--- config.mk ---
export PLATFORM = sky130hd
export DESIGN_NAME = rc6_core
export DESIGN_NICKNAME = d
export VERILOG_FILES = /design/src/rtl/rc6_pkg.sv /design/src/rtl/rc6_keymem.sv /design/src/rtl/rc6_ctrl.sv /design/src/rtl/rc6_datapath.sv /design/src/rtl/rc6_core.sv
export SDC_FILE = /design/constraint.sdc
export NUM_CORES = 2
export LEC_CHECK = 0
export ABC_CLOCK_PERIOD_IN_PS = 13900
export BUFFER_PORTS_ARGS = -buffer_cell sky130_fd_sc_hd__buf_2
export CORE_ASPECT_RATIO = 0.6
export CORE_UTILIZATION = 60
export CTS_BUF_LIST = sky130_fd_sc_hd__clkbuf_2
export DETAILED_ROUTE_END_ITERATION = 6
export GPL_ROUTABILITY_DRIVEN = 1
export GPL_TIMING_DRIVEN = 0
export PLACE_DENSITY = 0.77
export SLEW_MARGIN = 0
export SYNTH_ARGS = -nofsm -noshare
export SYNTH_HDL_FRONTEND = slang
export SYNTH_HIERARCHICAL = 1
export SYNTH_SLANG_ARGS = --single-unit
export TNS_END_PERCENT = 5
--- constraint.sdc ---
create_clock -name clk -period 13.9 [get_ports clk]
set_input_delay 2.085 -clock clk [delete_from_list [all_inputs] [get_ports clk]]
set_output_delay 2.085 -clock clk [all_outputs]
set_load 0.02 [all_outputs]
--- src/rtl/rc6_pkg.sv ---
package rc6_pkg;

  typedef enum logic [1:0] {
    ST_IDLE  = 2'd0,
    ST_INIT  = 2'd1,
    ST_ROUND = 2'd2,
    ST_FINAL = 2'd3
  } rc6_state_e;

  typedef struct packed {
    logic loadIn;
    logic initStep;
    logic roundStep;
    logic finalStep;
  } rc6_ctrl_t;

endpackage

--- src/rtl/rc6_keymem.sv ---
module rc6_keymem #(
  parameter int WORD  = 32,
  parameter int DEPTH = 22,
  parameter int ADDRW = 5
) (
  input  logic             clk,
  input  logic             rst,
  input  logic             wrEn,
  input  logic [ADDRW-1:0] wrAddr,
  input  logic [WORD-1:0]  wrData,
  input  logic [ADDRW-1:0] rdAddr,
  output logic [WORD-1:0]  rdData
);

  logic [WORD-1:0] mem [DEPTH];

  // single port: a write takes the port, otherwise the round address reads
  logic [ADDRW-1:0] portAddr;
  assign portAddr = wrEn ? wrAddr : rdAddr;

  always_ff @(posedge clk) begin
    if (wrEn && (int'(wrAddr) < DEPTH)) begin
      mem[portAddr] <= wrData;
    end
  end

  assign rdData = (int'(portAddr) < DEPTH) ? mem[portAddr] : '0;

  AST_READ_IN_RANGE: assert property (@(posedge clk) disable iff (rst)
    !wrEn |-> (int'(rdAddr) < DEPTH)) else $error("read address out of range");

endmodule

--- src/rtl/rc6_ctrl.sv ---
module rc6_ctrl
  import rc6_pkg::*;
#(
  parameter int ROUNDS = 20,
  parameter int ADDRW  = 5
) (
  input  logic             clk,
  input  logic             rst,
  input  logic             wrBlock,
  output rc6_ctrl_t        ctl,
  output logic [ADDRW-1:0] rdAddr,
  output logic             done
);

  localparam int CNTW = $clog2(ROUNDS + 1);

  rc6_state_e      state;
  logic [CNTW-1:0] roundCnt;

  always_ff @(posedge clk) begin
    if (rst) begin
      state    <= ST_IDLE;
      roundCnt <= '0;
      done     <= 1'b0;
    end else begin
      done <= 1'b0;
      unique case (state)
        ST_IDLE:  if (wrBlock) state <= ST_INIT;
        ST_INIT: begin
          state    <= ST_ROUND;
          roundCnt <= CNTW'(1);
        end
        ST_ROUND: begin
          if (roundCnt == CNTW'(ROUNDS)) state <= ST_FINAL;
          else roundCnt <= roundCnt + 1'b1;
        end
        ST_FINAL: begin
          state <= ST_IDLE;
          done  <= 1'b1;
        end
        default: state <= ST_IDLE;
      endcase
    end
  end

  always_comb begin
    ctl.loadIn    = (state == ST_IDLE) && wrBlock;
    ctl.initStep  = (state == ST_INIT);
    ctl.roundStep = (state == ST_ROUND);
    ctl.finalStep = (state == ST_FINAL);
    unique case (state)
      ST_ROUND: rdAddr = ADDRW'(roundCnt);
      ST_FINAL: rdAddr = ADDRW'(ROUNDS + 1);
      default:  rdAddr = '0;
    endcase
  end

  AST_ROUND_RANGE: assert property (@(posedge clk) disable iff (rst)
    (state == ST_ROUND) |-> (roundCnt >= CNTW'(1) && roundCnt <= CNTW'(ROUNDS)))
    else $error("round counter out of range");
  AST_START_ACCEPT: assert property (@(posedge clk) disable iff (rst)
    (state == ST_IDLE && wrBlock) |=> (state == ST_INIT)) else $error("start lost");
  AST_BUSY_IGNORE: assert property (@(posedge clk) disable iff (rst)
    (state != ST_IDLE && wrBlock) |=> (state != ST_INIT)) else $error("restart while busy");
  AST_DONE_PULSE: assert property (@(posedge clk) disable iff (rst)
    done |=> !done) else $error("done longer than one cycle");

endmodule

--- src/rtl/rc6_datapath.sv ---
module rc6_datapath
  import rc6_pkg::*;
#(
  parameter int WORD = 32
) (
  input  logic              clk,
  input  logic              rst,
  input  rc6_ctrl_t         ctl,
  input  logic [4*WORD-1:0] blockIn,
  input  logic [WORD-1:0]   kEven,
  input  logic [WORD-1:0]   kOdd,
  output logic [4*WORD-1:0] cipherOut
);

  localparam int LG = $clog2(WORD);

  function automatic logic [WORD-1:0] rotl(input logic [WORD-1:0] x,
                                            input logic [LG-1:0] n);
    logic [2*WORD-1:0] dbl;
    dbl = {x, x} << n;
    return dbl[2*WORD-1:WORD];
  endfunction

  logic [WORD-1:0] wA, wB, wC, wD;
  logic [WORD-1:0] tMix, uMix, aNext, cNext;

  always_comb begin
    tMix  = rotl(wB * ((wB << 1) + 1'b1), LG[LG-1:0]);
    uMix  = rotl(wD * ((wD << 1) + 1'b1), LG[LG-1:0]);
    aNext = rotl(wA ^ tMix, uMix[LG-1:0]) + kEven;
    cNext = rotl(wC ^ uMix, tMix[LG-1:0]) + kOdd;
  end

  always_ff @(posedge clk) begin
    if (rst) begin
      wA <= '0; wB <= '0; wC <= '0; wD <= '0;
      cipherOut <= '0;
    end else begin
      if (ctl.loadIn) begin
        {wA, wB, wC, wD} <= blockIn;
      end
      if (ctl.initStep) begin
        wB <= wB + kEven;
        wD <= wD + kOdd;
      end
      if (ctl.roundStep) begin
        wA <= wB;
        wB <= cNext;
        wC <= wD;
        wD <= aNext;
      end
      if (ctl.finalStep) begin
        cipherOut <= {wA + kEven, wB, wC + kOdd, wD};
      end
    end
  end

  AST_OUT_HOLD: assert property (@(posedge clk) disable iff (rst)
    !ctl.finalStep |=> $stable(cipherOut)) else $error("output moved without completion");
  AST_ONE_STEP: assert property (@(posedge clk) disable iff (rst)
    $countones({ctl.loadIn, ctl.initStep, ctl.roundStep, ctl.finalStep}) <= 1)
    else $error("overlapping datapath strobes");

endmodule

--- src/rtl/rc6_core.sv ---
module rc6_core
  import rc6_pkg::*;
#(
  parameter  int WORD   = 32,
  parameter  int ROUNDS = 20,
  localparam int IDXW   = $clog2(2 * ROUNDS + 4)
) (
  input  logic              clk,
  input  logic              rst,
  input  logic [4*WORD-1:0] blockIn,
  input  logic              wrBlock,
  input  logic [WORD-1:0]   keyWord,
  input  logic [IDXW-1:0]   keyIdx,
  input  logic              wrKey,
  output logic [4*WORD-1:0] cipherOut,
  output logic              done
);

  localparam int ADDRW = IDXW - 1;
  localparam int DEPTH = ROUNDS + 2;

  rc6_ctrl_t       ctl;
  logic [ADDRW-1:0] rdAddr;
  logic [WORD-1:0]  kEven, kOdd;
  logic             wrEven, wrOdd;

  assign wrEven = wrKey && !keyIdx[0];
  assign wrOdd  = wrKey &&  keyIdx[0];

  rc6_ctrl #(.ROUNDS(ROUNDS), .ADDRW(ADDRW)) u_ctrl (
    .clk(clk), .rst(rst), .wrBlock(wrBlock),
    .ctl(ctl), .rdAddr(rdAddr), .done(done)
  );

  rc6_keymem #(.WORD(WORD), .DEPTH(DEPTH), .ADDRW(ADDRW)) u_keyEven (
    .clk(clk), .rst(rst), .wrEn(wrEven), .wrAddr(keyIdx[IDXW-1:1]),
    .wrData(keyWord), .rdAddr(rdAddr), .rdData(kEven)
  );

  rc6_keymem #(.WORD(WORD), .DEPTH(DEPTH), .ADDRW(ADDRW)) u_keyOdd (
    .clk(clk), .rst(rst), .wrEn(wrOdd), .wrAddr(keyIdx[IDXW-1:1]),
    .wrData(keyWord), .rdAddr(rdAddr), .rdData(kOdd)
  );

  rc6_datapath #(.WORD(WORD)) u_dp (
    .clk(clk), .rst(rst), .ctl(ctl), .blockIn(blockIn),
    .kEven(kEven), .kOdd(kOdd), .cipherOut(cipherOut)
  );

endmodule

## Word level (Yosys, flattened, before mapping)

Memory sizes are Yosys's and may differ from the RTL's.
Cells that the tools add are included.

| cells by class | value |
|---|---|
| multiply operators | 2 |
| reduce and logical (&&, ||, !) cells | 12 |
| mux-type cells | 25 |
| equal/unequal tests | 7 |
| shift-type cells | 2 |
| add/subtract/negate cells | 9 |
| bitwise gates (word level) | 2 |
| $lt $le $gt $ge | 3 |

Operators with widths:

| kind | count |
|---|---|
| $mux W32 | 12 |
| $add A32 B32 Y32 | 6 |
| $shl A64 B5 Y64 | 2 |
| $add A32 B1 Y32 const B | 2 |
| $mul A32 B32 Y32 | 2 |
| $xor A32 B32 Y32 | 2 |
| $pmux W5 S2 | 2 |
| $lt A5 B5 Y1 const B | 3 |
| $mux W5 | 3 |
| $pmux W2 S4 | 1 |
| $add A5 B1 Y5 const B | 1 |
| $eq A5 B5 Y1 const B | 1 |
| $logic_and A1 B1 Y1 | 5 |
| $mux W1 | 5 |
| $eq A2 B2 Y1 const B | 2 |
| $mux W2 | 2 |
| $ne A2 B2 Y1 const B | 2 |
| $reduce_and A2 Y1 | 2 |
| $reduce_bool A2 Y1 | 2 |
| $reduce_bool A3 Y1 | 1 |
| $eq A2 B1 Y1 const B | 1 |
| $logic_not A2 Y1 | 1 |
| $ne A2 B1 Y1 const B | 1 |
| $logic_not A1 Y1 | 1 |

| word-level totals | value |
|---|---|
| bits in registers | 264 |
| bits of input ports | 170 |
| logic and storage cells | 72 |
| memory bits (writable) | 1408 |
| output and inout bits | 129 |
| memories | 2 |

Memories:

| name | words | width | rd ports | clocked after Yosys merged registers in | wr ports | line | source |
|---|---|---|---|---|---|---|---|
| u_keyEven.mem | 22 | 32 | 1 | 0 | 1 | rc6_keymem.sv:15 | `logic [WORD-1:0] mem [DEPTH];` |
| u_keyOdd.mem | 22 | 32 | 1 | 0 | 1 | rc6_keymem.sv:15 |  |

## Logic depth before layout (Yosys ltp)

| depth | value |
|---|---|
| depth after elaboration | 8 |
| depth in mapped cells | 51 |
| depth with buffers taken out | 46 |

## By module

The synthesis kept the hierarchy.

By module, submodules not included:

| module | cells an instance | instances | area an instance (µm²) | sequential area each (µm²) |
|---|---|---|---|---|
| rc6_keymem | 1701 | 2 | 27890.5 | 21140.3 |
| rc6_datapath | 5719 | 1 | 50061.8 | 5124.9 |
| rc6_ctrl | 62 | 1 | 540.5 | 160.2 |
| rc6_core | 2 | 1 | 16.3 | 0.0 |

## Worst setup path after synthesis

OpenSTA, ideal clock, no wires.

| timing path | value |
|---|---|
| kind | register to register |
| from | register u_dp.wB[3] |
| to | register u_dp.wD[31] |
| clock period less this slack | 11878 ps |
| setup time | 79 ps |
| cell stages (with the launch flop) | 46 |
| required time | 13821 ps |
| path buffers | 3 |
| arrival | 11798 ps |
| path slack | 2022 ps |
| cell sequence | dfxtp_1 clkbuf_1 clkbuf_1 nand2_1 fa_1 fa_1 inv_1 fa_1 inv_1 fa_1 inv_1 fa_1 inv_1 fa_1 inv_1 fa_1 fa_1 ha_1 (+10 left out) o21a_1 a21oi_1 mux2i_1 mux2_2 ha_1 a21o_1 a21o_1 a2111oi_0 o31ai_1 o311ai_0 a31oi_1 o211ai_1 nand4b_1 a221oi_1 xor2_1 or4_1 a31o_1 a211oi_2 |

| on the way | value |
|---|---|
| cells in the longest elaborated chain, start to end | 6 |

RTL lines:

| element | line | source |
|---|---|---|
| from (decl) | rc6_datapath.sv:24 | `logic [WORD-1:0] wA, wB, wC, wD;` |
| from (signal assigned) | rc6_datapath.sv:40 | `{wA, wB, wC, wD} <= blockIn;` |
| from (signal assigned) | rc6_datapath.sv:43 | `wB <= wB + kEven;` |
| from (signal assigned) | rc6_datapath.sv:48 | `wB <= cNext;` |
| $add A32 B1 Y32 | rc6_datapath.sv:28 | `tMix = rotl(wB * ((wB << 1) + 1'b1), LG[LG-1:0]);` |
| $mul A32 B32 Y32 (*) | rc6_datapath.sv:28 |  |
| $xor A32 B32 Y32 (*) | rc6_datapath.sv:30 | `aNext = rotl(wA ^ tMix, uMix[LG-1:0]) + kEven;` |
| $shl A64 B5 Y64 (*) | rc6_datapath.sv:20 | `dbl = {x, x} << n;` |
| $add A32 B32 Y32 (*) | rc6_datapath.sv:30 |  |
| $mux W32 (*) | rc6_datapath.sv:46 | `if (ctl.roundStep) begin` |
| to (signal assigned) | rc6_datapath.sv:40 |  |
| to (signal assigned) | rc6_datapath.sv:44 | `wD <= wD + kOdd;` |
| to (signal assigned) | rc6_datapath.sv:50 | `wD <= aNext;` |
| to (decl) | rc6_datapath.sv:24 |  |

Every way passes the cells marked *; elsewhere a longest branch is shown, timed or not.
A chain may end at the register's enable or synchronous reset.

## Final worst setup path

| timing path | value |
|---|---|
| from | register u_dp.wB[7] |
| to | register u_dp.wB[31] |

| on the way | value |
|---|---|
| cells in the longest elaborated chain, start to end | 5 |
| elaborated cells between the ends (all ways) | 7 |
| those cells by class | add/sub: 3; mul: 1; shift: 1; mux: 2 |

RTL lines:

| element | line | source |
|---|---|---|
| $add A32 B1 Y32 | rc6_datapath.sv:28 |  |
| $mul A32 B32 Y32 | rc6_datapath.sv:28 |  |
| $shl A64 B5 Y64 | rc6_datapath.sv:20 |  |
| $add A32 B32 Y32 | rc6_datapath.sv:31 | `cNext = rotl(wC ^ uMix, tMix[LG-1:0]) + kOdd;` |
| $mux W32 (*) | rc6_datapath.sv:46 |  |

Marks and branches as above.

==> out/results.ini <==
[run_status]
status = finished with violations
violations = design-rule violations, max-capacitance violations, max-slew violations

[clock_tree]
htree_levels = 5
cts-root-buf = clkbuf_2
cts_sinks = 1672
tritoncts = yes
hold_buffers = 0
cts.clk_slew.worst_paths_ps = 130
cts_inserted_buffers = 379
cts_buffer_depth = 4
clock_latency_ps = 1660

[placed_design]
port_buffers = 296
globalplace.congestion = 1.070
post-place-ws_ps = -2380
dp_hpwl_um = 307800
post-place-cells = 11920

[grt]
grt_max_degree = 45
track_usage = 0.4480
antenna_found_initial = 32
grt_pass1_vias = 78460
grt.overflow.total = 0
grt_pass1_wl_um = 564800

[finish]
final_nets = 11320
drive_above_1_share = 0.1550
area_growth_pct = 9.853
stdcell_count = 12580
fill_cells = 13310

[die]
initial_core_util = 0.6051
boundaryPins = 299
die_w_um = 545.7
fp-row-count = 119
die_h_um = 328.2
core_um2 = 175800
die_area_um2 = 179100

[logic_synthesis]
synth_area_um2 = 106400
synth_most_common_cell = edfxtp_1
async_flop_share = 0
synth_area_leaders = edfxtp_1 (40%), fa_1 (14%), mux2i_1 (7.1%)
synth.net_count = 10550
synth_cells = 9185
synthDistinctLibCells = 98
ys_seq_area_frac = 0.4470
netlist.top_cell.by_area = edfxtp_1
ys_seq_elements = 1672
synthTopCellsByCount = edfxtp_1 (1408), nand2_1 (886), inv_1 (861)
yosys.area.top_type_share = 0.3974
synth_edf_count = 1408
yosys_warnings = 6
synth.avg_cell_area_um2 = 11.58
synth_ff_type = edfxtp_1

[detailed_routing]
drtAntennaViolNets = 0
vias = 82190
wl_um = 406300
routedWlPerCell_um = 32.30
drt_iter0_drc = 12910
drcViolationCount = 51
first_pass_iters = 7
via_per_inst = 6.534

[timing]
setup_viol = 0
slew_headroom = -0.07175
drv_slew = 107
hold_violations = 0
tightest_slew_ps = 1608
tns_ps = 0
fin_ws_ps = 194.5
worst_hold_slack_ps = 482.0
min_period_over_period = 0.9860
clock_skew_ps = 212.6
fin_crit_ps = 13710
max_clock_freq_mhz = 72.96

[critical_path]
cp.arrival_ps = 15130
worstPathMaxFanout = 10
crit_top_cell = fa_1
slowest_stage = or4_1
crit_required_ps = 15320
max_stage_delay_ps = 610
end_kind = flip-flop
worstSetupPathType = flip-flop to flip-flop
start_kind = flip-flop

[flow_run]
cap_violations = 17

[worst_hold_path]
hold_class = flip-flop to flip-flop

[worst paths after layout]
kind / slack [ps] / end / startpoint / cells after the start
worst max-delay path: 190 / u_dp/wB[31] / u_dp/wB[7] / 45
worst min-delay path: 480 / u_dp/cipherOut[49] / u_dp/cipherOut[49] / 2
worst max register to register: 190 / u_dp/wB[31] / u_dp/wB[7] / 45
worst min register to register: 480 / u_dp/cipherOut[49] / u_dp/cipherOut[49] / 2
[layer usage]
metal  track usage  share of wire  up-vias  wire (um)
li1              -              -    33900          -
met1        0.6582           0.39    40350     160200
met2        0.5792           0.38     6910     155100
met3        0.1852           0.18     1002      71890
met4        0.1846          0.047       22      18920
met5             0        0.00045        -        183
[layout make-up]
cell class,instances,area [um^2],area share
multi-input cells,6189,54270,0.4643
well taps,2359,2952,0.02525
plain buffers,454,2470,0.02113
flip-flops and latches,1672,47630,0.4075
clock buffers,546,2733,0.02338
diodes,11,27.53,0.0002355
repair buffers,391,2922,0.02500
inverters,867,3263,0.02792
clock inverters,89,618.1,0.005288
[flip-flops by register name, summed over array words and instances, names as in the netlist]
| signal | flops |
|---|---|
| u_ctrl/roundCnt | 5 |
| u_dp/wA | 32 |
| u_keyEven/mem | 704 |
| u_ctrl/state | 2 |
| u_keyOdd/mem | 704 |
| u_dp/wD | 32 |
| u_dp/cipherOut | 128 |
| u_ctrl/done | 1 |
| u_dp/wC | 32 |
| u_dp/wB | 32 |
[what timing repair did]
item / CTS / global route
pin swaps: 3 / 3
setup buffers: 5 / 8
setup endpoints to repair: 57 / 21
resized for setup: 145 / 139
endpoints found under the hold margin: 0 / 0
[worst max-delay path: cells and delay by family, from the launching register on]
| family | cells | cell delay [ps] |
|---|---|---|
| AOI/OAI and AO/OA | 12 | 3010 |
| muxes | 4 | 1230 |
| xor gates and xnor gates | 3 | 480 |
| and+or+nand+nor | 7 | 1790 |
| buffers and inverters | 9 | 2080 |
| adders and majority gates | 10 | 4520 |
| DFF | 1 | 470 |
[cells in the final DEF (no fill, tap or decap), types with 75 or more instances in the layout]
master / count
buf_2: 391
o21ai_0: 242
edfxtp_1: 1408
nand2_1: 885
mux4_2: 75
ha_1: 460
nor2b_1: 75
nand3_1: 310
xor2_1: 108
clkbuf_2: 603
a21o_1: 107
a21oi_1: 505
mux2i_1: 746
xnor2_1: 220
nor2_1: 475
a211oi_1: 144
fa_1: 736
and2_1: 237
inv_1: 861
dfxtp_1: 235
clkbuf_1: 181
[through the flow]
step           utilization  instance area [um^2]
3_5_place_dp        0.6414                112800
6_report            0.6647                116900
5_1_grt             0.6646                116900
3_3_place_gp        0.6303                110800
4_1_cts             0.6627                116500
2_1_floorplan            -                106400
[logic make-up after synthesis]
family / after synthesis / synth area share
flip-flops: 1672 / 0.4470
AND/OR/NAND/NOR: 2347 / 0.1032
buffers and inverters: 1324 / 0.05159
AO/OA/AOI/OAI: 1414 / 0.08337
multiplexers: 886 / 0.09305
XOR/XNOR: 346 / 0.02921
adder cells (fa/ha/maj): 1196 / 0.1926
Power is not shown: default switching activity piles up to over one toggle a cycle in this logic, so the estimate is an artifact.
